[src/rtl/dimctl_pkg.sv]
package dimctl_pkg;

    typedef enum logic [1:0] {
        ST_SHUTDOWN = 2'd0,
        ST_ON       = 2'd1,
        ST_DIM_OFF  = 2'd2
    } dim_state_e;

endpackage

[src/rtl/dimctl_sync.sv]
// Multi-stage synchroniser for the asynchronous enable/dimming input,
// followed by a falling-edge detector on the synchronised level.
module dimctl_sync #(
    parameter int STAGES = 2
) (
    input  logic clk,
    input  logic rst_n,
    input  logic din,
    output logic level,
    output logic fall
);
    logic [STAGES-1:0] chain_q;
    logic              prev_q;

    generate
        if (STAGES == 1) begin : g_single
            always_ff @(posedge clk or negedge rst_n) begin
                if (!rst_n) chain_q <= '0;
                else        chain_q <= din;
            end
        end else begin : g_multi
            always_ff @(posedge clk or negedge rst_n) begin
                if (!rst_n) chain_q <= '0;
                else        chain_q <= {chain_q[STAGES-2:0], din};
            end
        end
    endgenerate

    always_ff @(posedge clk or negedge rst_n) begin
        if (!rst_n) prev_q <= 1'b0;
        else        prev_q <= chain_q[STAGES-1];
    end

    assign level = chain_q[STAGES-1];
    assign fall  = prev_q & ~level;

    // a falling edge is reported for one cycle only
    fall_single_chk: assert property (@(posedge clk) disable iff (!rst_n)
        fall |=> !fall);

endmodule

[src/rtl/dimctl_low_timer.sv]
// Saturating low-time counter. It restarts on each falling edge and raises
// a registered expiry pulse once the low level has lasted TIMEOUT_CYCLES.
module dimctl_low_timer #(
    parameter int TIMEOUT_CYCLES = 3200000
) (
    input  logic clk,
    input  logic rst_n,
    input  logic level,
    input  logic fall,
    output logic expire
);
    localparam int CNT_W = $clog2(TIMEOUT_CYCLES + 1);
    localparam logic [CNT_W-1:0] TERM     = CNT_W'(TIMEOUT_CYCLES);
    localparam logic [CNT_W-1:0] TERM_M1  = CNT_W'(TIMEOUT_CYCLES - 1);

    logic [CNT_W-1:0] cnt_q;
    logic             expire_q;

    always_ff @(posedge clk or negedge rst_n) begin
        if (!rst_n) begin
            cnt_q <= '0;
        end else if (level) begin
            cnt_q <= '0;
        end else if (fall) begin
            cnt_q <= CNT_W'(1);
        end else if (cnt_q != TERM) begin
            cnt_q <= cnt_q + 1'b1;
        end
    end

    always_ff @(posedge clk or negedge rst_n) begin
        if (!rst_n) expire_q <= 1'b0;
        else        expire_q <= !level && (cnt_q == TERM_M1);
    end

    assign expire = expire_q;

    // the counter stops at its terminal count
    cnt_cap_chk: assert property (@(posedge clk) disable iff (!rst_n)
        cnt_q <= TERM);

    // expiry is a single pulse per low interval
    expire_single_chk: assert property (@(posedge clk) disable iff (!rst_n)
        expire |=> !expire);

    // a falling edge always restarts the count near zero
    restart_chk: assert property (@(posedge clk) disable iff (!rst_n)
        fall |=> (cnt_q == CNT_W'(1)) || level);

endmodule

[src/rtl/dimctl_fsm.sv]
// Mode state machine: enabled, dimming off-time and shutdown.
module dimctl_fsm
    import dimctl_pkg::*;
(
    input  logic clk,
    input  logic rst_n,
    input  logic level,
    input  logic expire,
    output logic sink_on,
    output logic boost_on,
    output logic comp_float,
    output logic bias_hold,
    output logic shutdown,
    output logic fault_clear,
    output logic startup_req
);
    dim_state_e state_q, state_d;

    // State register
    always_ff @(posedge clk or negedge rst_n) begin
        if (!rst_n) state_q <= ST_SHUTDOWN;
        else        state_q <= state_d;
    end

    // Next-state logic
    always_comb begin
        state_d = state_q;
        unique case (state_q)
            ST_SHUTDOWN: if (level)  state_d = ST_ON;        // T_WAKE
            ST_ON:       if (!level) state_d = ST_DIM_OFF;   // T_DIM
            ST_DIM_OFF: begin
                if (expire)     state_d = ST_SHUTDOWN;       // T_TIMEOUT
                else if (level) state_d = ST_ON;             // T_RESUME
            end
            default:     state_d = ST_SHUTDOWN;
        endcase
    end

    // Registered outputs, decoded from the next state
    always_ff @(posedge clk or negedge rst_n) begin
        if (!rst_n) begin
            sink_on     <= 1'b0;
            boost_on    <= 1'b0;
            comp_float  <= 1'b0;
            bias_hold   <= 1'b0;
            shutdown    <= 1'b1;
            fault_clear <= 1'b0;
            startup_req <= 1'b0;
        end else begin
            sink_on     <= (state_d == ST_ON);
            boost_on    <= (state_d == ST_ON);
            comp_float  <= (state_d == ST_DIM_OFF);
            bias_hold   <= (state_d != ST_SHUTDOWN);
            shutdown    <= (state_d == ST_SHUTDOWN);
            fault_clear <= (state_q == ST_DIM_OFF) && (state_d == ST_SHUTDOWN);
            startup_req <= (state_q == ST_SHUTDOWN) && (state_d == ST_ON);
        end
    end


    fault_clear_pulse_chk: assert property (@(posedge clk) disable iff (!rst_n)
        fault_clear |=> !fault_clear);


    clear_with_shutdown_chk: assert property (@(posedge clk) disable iff (!rst_n)
        fault_clear |-> shutdown && $past(comp_float));


    startup_after_shutdown_chk: assert property (@(posedge clk) disable iff (!rst_n)
        startup_req |-> sink_on && $past(shutdown));


    no_startup_on_resume_chk: assert property (@(posedge clk) disable iff (!rst_n)
        (sink_on && $past(comp_float)) |-> !startup_req);


    dim_keeps_bias_chk: assert property (@(posedge clk) disable iff (!rst_n)
        $rose(comp_float) |-> $past(sink_on) && bias_hold);

endmodule

[src/rtl/pwm_enable_ctrl.sv]
module pwm_enable_ctrl #(
    parameter int TIMEOUT_CYCLES = 3200000,
    parameter int SYNC_STAGES    = 2
) (
    input  logic clk,
    input  logic rst_n,
    input  logic dim_en_pin,
    output logic sink_on,
    output logic boost_on,
    output logic comp_float,
    output logic bias_hold,
    output logic shutdown,
    output logic fault_clear,
    output logic startup_req
);
    logic lvl_s;
    logic fall_s;
    logic expire_s;

    dimctl_sync #(
        .STAGES (SYNC_STAGES)
    ) u_sync (
        .clk   (clk),
        .rst_n (rst_n),
        .din   (dim_en_pin),
        .level (lvl_s),
        .fall  (fall_s)
    );

    dimctl_low_timer #(
        .TIMEOUT_CYCLES (TIMEOUT_CYCLES)
    ) u_timer (
        .clk    (clk),
        .rst_n  (rst_n),
        .level  (lvl_s),
        .fall   (fall_s),
        .expire (expire_s)
    );

    dimctl_fsm u_fsm (
        .clk         (clk),
        .rst_n       (rst_n),
        .level       (lvl_s),
        .expire      (expire_s),
        .sink_on     (sink_on),
        .boost_on    (boost_on),
        .comp_float  (comp_float),
        .bias_hold   (bias_hold),
        .shutdown    (shutdown),
        .fault_clear (fault_clear),
        .startup_req (startup_req)
    );

    // the sink only turns on after the synchronised level was high
    sink_follows_sync_chk: assert property (@(posedge clk) disable iff (!rst_n)
        $rose(sink_on) |-> $past(lvl_s));

endmodule

[config.mk]
export PLATFORM = sky130hd
export DESIGN_NAME = pwm_enable_ctrl
export DESIGN_NICKNAME = d
export VERILOG_FILES = /design/src/rtl/dimctl_pkg.sv /design/src/rtl/dimctl_sync.sv /design/src/rtl/dimctl_low_timer.sv /design/src/rtl/dimctl_fsm.sv /design/src/rtl/pwm_enable_ctrl.sv
export SDC_FILE = /design/constraint.sdc
export NUM_CORES = 1
export LEC_CHECK = 0
export ABC_AREA = 1
export BUFFER_PORTS_ARGS = -buffer_cell sky130_fd_sc_hd__buf_2
export CORE_ASPECT_RATIO = 2
export CORE_MARGIN = 2
export CORE_UTILIZATION = 44
export DETAILED_ROUTE_END_ITERATION = 8
export PLACE_DENSITY = 0.62
export SETUP_SLACK_MARGIN = 0.3
export SLEW_MARGIN = 10
export SYNTH_ARGS = -nofsm -noshare
export SYNTH_HDL_FRONTEND = slang
export SYNTH_SLANG_ARGS = --single-unit
[constraint.sdc]
create_clock -name clk -period 2.6 [get_ports clk]
set_input_delay 0.39 -clock clk [delete_from_list [all_inputs] [get_ports clk]]
set_output_delay 0.39 -clock clk [all_outputs]
set_load 0.01 [all_outputs]
# == Word-level counts from Yosys, hierarchy flattened ==
# Cells that the tools add are included.
# word_totals
mem_bits_rw,0
regBits,34
mem_bits_ro,0
n_memories,0
wordCells,35
input_bits,3
output_inout_bits,7
latchBits,0
# classes
n_div,0
n_mul,0
muxes,7
n_reduce_logical,8
add_sub_neg,1
eq_ne,6
shift,0
magnitude_cmp,0
bitwise,2
# ops
cell,count
$mux W22,3
$add A22 B1 Y22 const B,1
$eq A22 B22 Y1 const B,1
$ne A22 B22 Y1 const B,1
$mux W2,3
$pmux W2 S3,1
$eq A2 B1 Y1 const B,2
$eq A2 B2 Y1 const B,2
$logic_not A2 Y1,2
$logic_and A1 B1 Y1,3
$reduce_bool A3 Y1,1
$reduce_bool A2 Y1,1
$and A1 B1 Y1,1
$logic_not A1 Y1,1
$not A1 Y1,1

# == Longest topological paths before layout ==
# logic_depth
depth_word,5
ltp_mapped,9
ltp_nobuf,9

# == By module ==
# Synthesis repeated with hierarchy kept, for this count alone.
# hier_totals
hier_cells,228
hier_area_um2,1740.4
# by_module_without_submodules
module,n_inst,seq_area_each_um2,cells_each,area_per_inst_um2
dimctl_low_timer,1,575.6,198,1376.3
dimctl_fsm,1,201.4,25,279.0
dimctl_sync,1,75.1,5,85.1

# == Worst setup path after synthesis ==
# Ideal clock, no wire load.
# synth_timing
kind,register to register
from,register u_timer.cnt_q[0]
to,register u_timer.cnt_q[18]
synth_period_minus_slack_ns,1.331
arrival_time_ns,1.215
path_buffers,0
setup_time_ns,0.117
t_required_ns,2.483
path_stages_with_launch,9
path_slack_ns,1.269
cell_sequence,dfrtp_1 > ha_1 > nand3_2 > nor2_4 > nand3_2 > nor2_1 > nand2_1 > nand2_1 > nor2_1
# synth_via
elab_chain_len,4
word_cells_on_any_way,6
classes_between,add/sub (1); eq/ne (1); mux (3); reduce/logical (1)
# synth_lines
item,line,rtl
from (decl),dimctl_low_timer.sv:16,logic [CNT_W-1:0] cnt_q;
from (signal assigned),dimctl_low_timer.sv:27,cnt_q <= cnt_q + 1'b1;
$add A22 B1 Y22,dimctl_low_timer.sv:27,
$mux W22,dimctl_low_timer.sv:26,end else if (cnt_q != TERM) begin
$mux W22,dimctl_low_timer.sv:24,end else if (fall) begin
$mux W22,dimctl_low_timer.sv:22,end else if (level) begin
# Parallel ways exist; a longest one is shown, timed or not. The select of a mux whose other input is x is not followed.
# A chain may end at the register's enable or synchronous reset.

# == Worst setup path in the final report ==
# layout_timing
from,register u_timer.cnt_q[0]
to,register u_timer.cnt_q[14]
# The elaborated chain is that of the path after synthesis.

==> flow_summary.toml <==
[synth]
avgSynthCellArea_um2 = 7.83
syn_inst = 217
ys_seq_area_frac = 0.501
synthDistinctLibCells = 22
ys_seq_elements = 34
mappedNetlistNets = 222
syn_area_mm2 = 0.00170
yosysWarningCount = 0

[global_routing]
grt_max_degree = 35
antenna_found_initial = 0
grt_overflow = 0
grt_pass1_wl_um = 5670
grt_util_all_layers = 0.178
grt_pass1_vias = 1362

[sta]
slew_headroom = 0.511
hold_violations = 0
maxSlewViolCount = 0
setup_violations = 0
setup_tns_ns = 0
worstMarginPinSlew_ns = 0.733
clock_skew_ns = 0.00425
maxClockFrequency_mhz = 644
rsz0062_at_grt = "false"
final_min_period_over_clock_period = 0.597
min_period_ns = 1.55

[clocking]
htree_levels = 2
cts_hold_buf = 0
numCtsBuffers = 5
path_clk_slew_ns = 0.07
clock_insertion_delay_worst_skew_ns = 0.28
cts-resized-gates = 0
max-clock-path-buffers = 2
root_buffer = "clkbuf_8"
cts_setup_buffers = 0
clock_sinks = 34
cts_tree = "yes"

[detailed_routing]
ant_nets = 0
wl_per_cell_um = 11.2
drtIter0Drc = 52
drt-pass1-iter-count = 4
wl_um = 3180
drc = 0
vias_per_cell = 4.93
vias = 1396

[flow_run]
cap_viol_max_count = 0

[finish]
area_growth_pct = 11.3
multiInputGateArea_um2 = 737
drive_gt1_frac = 0.138
final-seq-area_um2 = 852
nNetsFinal = 236
antenna_cells = 0
fillCellCount = 390
fin_util = 0.502

[critical_path]
crit_end = "u_timer.cnt_q[14]"
r2r_end = "u_timer.cnt_q[14]"
critPathTopFamily = "simple AND/OR/NAND/NOR gates"
worstSetupPathDepth = 8
crit_type = "reg -> reg"
timing.rr.start = "u_timer.cnt_q[0]"
crit_start = "u_timer.cnt_q[0]"
cp_num_buf_inv = 0
critPathCaptureType = "flop"
crit_chain = "ha_1 -> nand3_2 -> nor2_4 -> nand3_2 -> nor2_1 -> nand2_1 -> nand2_1 -> nor2_1"
worstPathMaxFanout = 6
startpoint_type = "flop"
crit_slowest_cell = "dfrtp_1"
crit_arrival_ns = 1.73
r2r_setup_slack_ns = 1.05
max_stage_delay_ns = 0.43
r2r_cells = 8
cp_data_required_time_ns = 2.78

[floorplanning]
die_w_um = 47.9
dieArea_mm2 = 0.00440
die_h_um = 91.9
core_area_mm2 = 0.00376
ios = 10
rows = 32
initial_utilization = 0.451

[placed_design]
gp_congestion = 0.876
port_buffers = 9
dp_hpwl_um = 2320

[power]
vdd_ir_drop_max_mv = 0.544
p_total_mw = 1.01
power_leakage_nw = 0.829
power_density_mw_per_mm2 = 533

[status]
status = "finished, final reports clean"

[min_path]
hold_class = "in -> async"
placed cells by master (no fill, tap or decap):
cell and n:
nor3_1 7, nand3_1 8, nor2_2 3, o21ai_0 8, clkbuf_8 6, a21oi_1 12, dfrtp_1 33, nand2_1 51
nor3b_1 1, nand3b_1 1, ha_1 2, buf_2 9, inv_1 26, clkinv_2 1, nor2_4 3, clkinvlp_4 1
a211oi_1 1, nand4_1 6, and2_1 1, nand3_2 4, nand2_2 2, nor2_1 43, dfstp_2 1, or2_2 2
per-stage QoR:
step	cell area, um^2	instances	hold slack (ns)	worst slack, ns
floorplan	1700	217	0.0944	1.27
global placement	1800	275	0.337	1.07
detailed placement	1800	275	0.336	1.05
CTS	1890	283	0.187	1.03
global route	1890	283	0.194	0.821
finish	1890	283	0.160	1.05
worst min path at each step:
stage	startpoint	to	slack, ns
6_report	rst_n	u_fsm.sink_on	0.16
5_1_grt	dim_en_pin	u_sync.chain_q[0]	0.19
4_1_cts	rst_n	u_fsm.sink_on	0.19
3_5_place_dp	u_sync.chain_q[0]	u_sync.chain_q[1]	0.34
3_3_place_gp	u_sync.chain_q[0]	u_sync.chain_q[1]	0.34
2_1_floorplan	rst_n	u_fsm.bias_hold	0.09
layout make-up:
cell class | instances | area share
multi-input cells | 155 | 0.390
repair buffers | 9 | 0.0238
clock inverters | 2 | 0.00662
inverters | 26 | 0.0516
flip-flops and latches | 34 | 0.451
clock buffers | 6 | 0.0437
well taps | 51 | 0.0338
synthesized netlist by cell type:
master	instances	area [um^2]
nor3_1	7	35.0
nor3b_1	1	7.51
nor2_4	3	33.8
nand3_1	8	40.0
buf_2	1	5.00
inv_1	26	97.6
nor2_2	3	18.8
or2_2	2	12.5
and2_1	1	6.26
nand3_2	4	40.0
ha_1	2	25.0
nand4_1	6	37.5
nand2_2	2	12.5
dfstp_2	1	26.3
o21ai_0	8	40.0
nand3b_1	1	7.51
nor2_1	43	161
a211oi_1	1	7.51
buf_4	1	7.51
nand2_1	51	191
a21oi_1	12	60.1
dfrtp_1	33	826
routing by layer:
metal  up-vias  track usage  routed length [um]
li1        720            -                   -
met1       633        0.219                1440
met2        34        0.266                1520
met3         9       0.0374                 103
met4         0        0.113                 115
met5         -            0                   0
sequential cells by signal, summed over array words and instances (netlist names):
signal / flops
u_fsm.bias_hold: 1
u_fsm.comp_float: 1
u_fsm.fault_clear: 1
u_fsm.shutdown: 1
u_fsm.sink_on: 1
u_fsm.startup_req: 1
u_fsm.state_q: 2
u_sync.chain_q: 2
u_sync.prev_q: 1
u_timer.cnt_q: 22
u_timer.expire: 1
kinds of logic (layout without fill, tap and decap cells):
kind of cell	Yosys count	in the layout	share of synthesized area
compound gates	21	21	0.0633
fa+ha+maj	2	2	0.0147
flops	34	34	0.501
simple gates	132	132	0.356
buf+inv	28	43	0.0648
power breakdown:
group,switching [mW],internal (mW),total [mW],leakage [nW]
Combinational,0.0369,0.0176,0.0545,0.330
Clock,0.187,0.213,0.399,0.0472
Sequential,0.00911,0.545,0.554,0.452
Note: power is estimated with default switching activity, not from simulation.
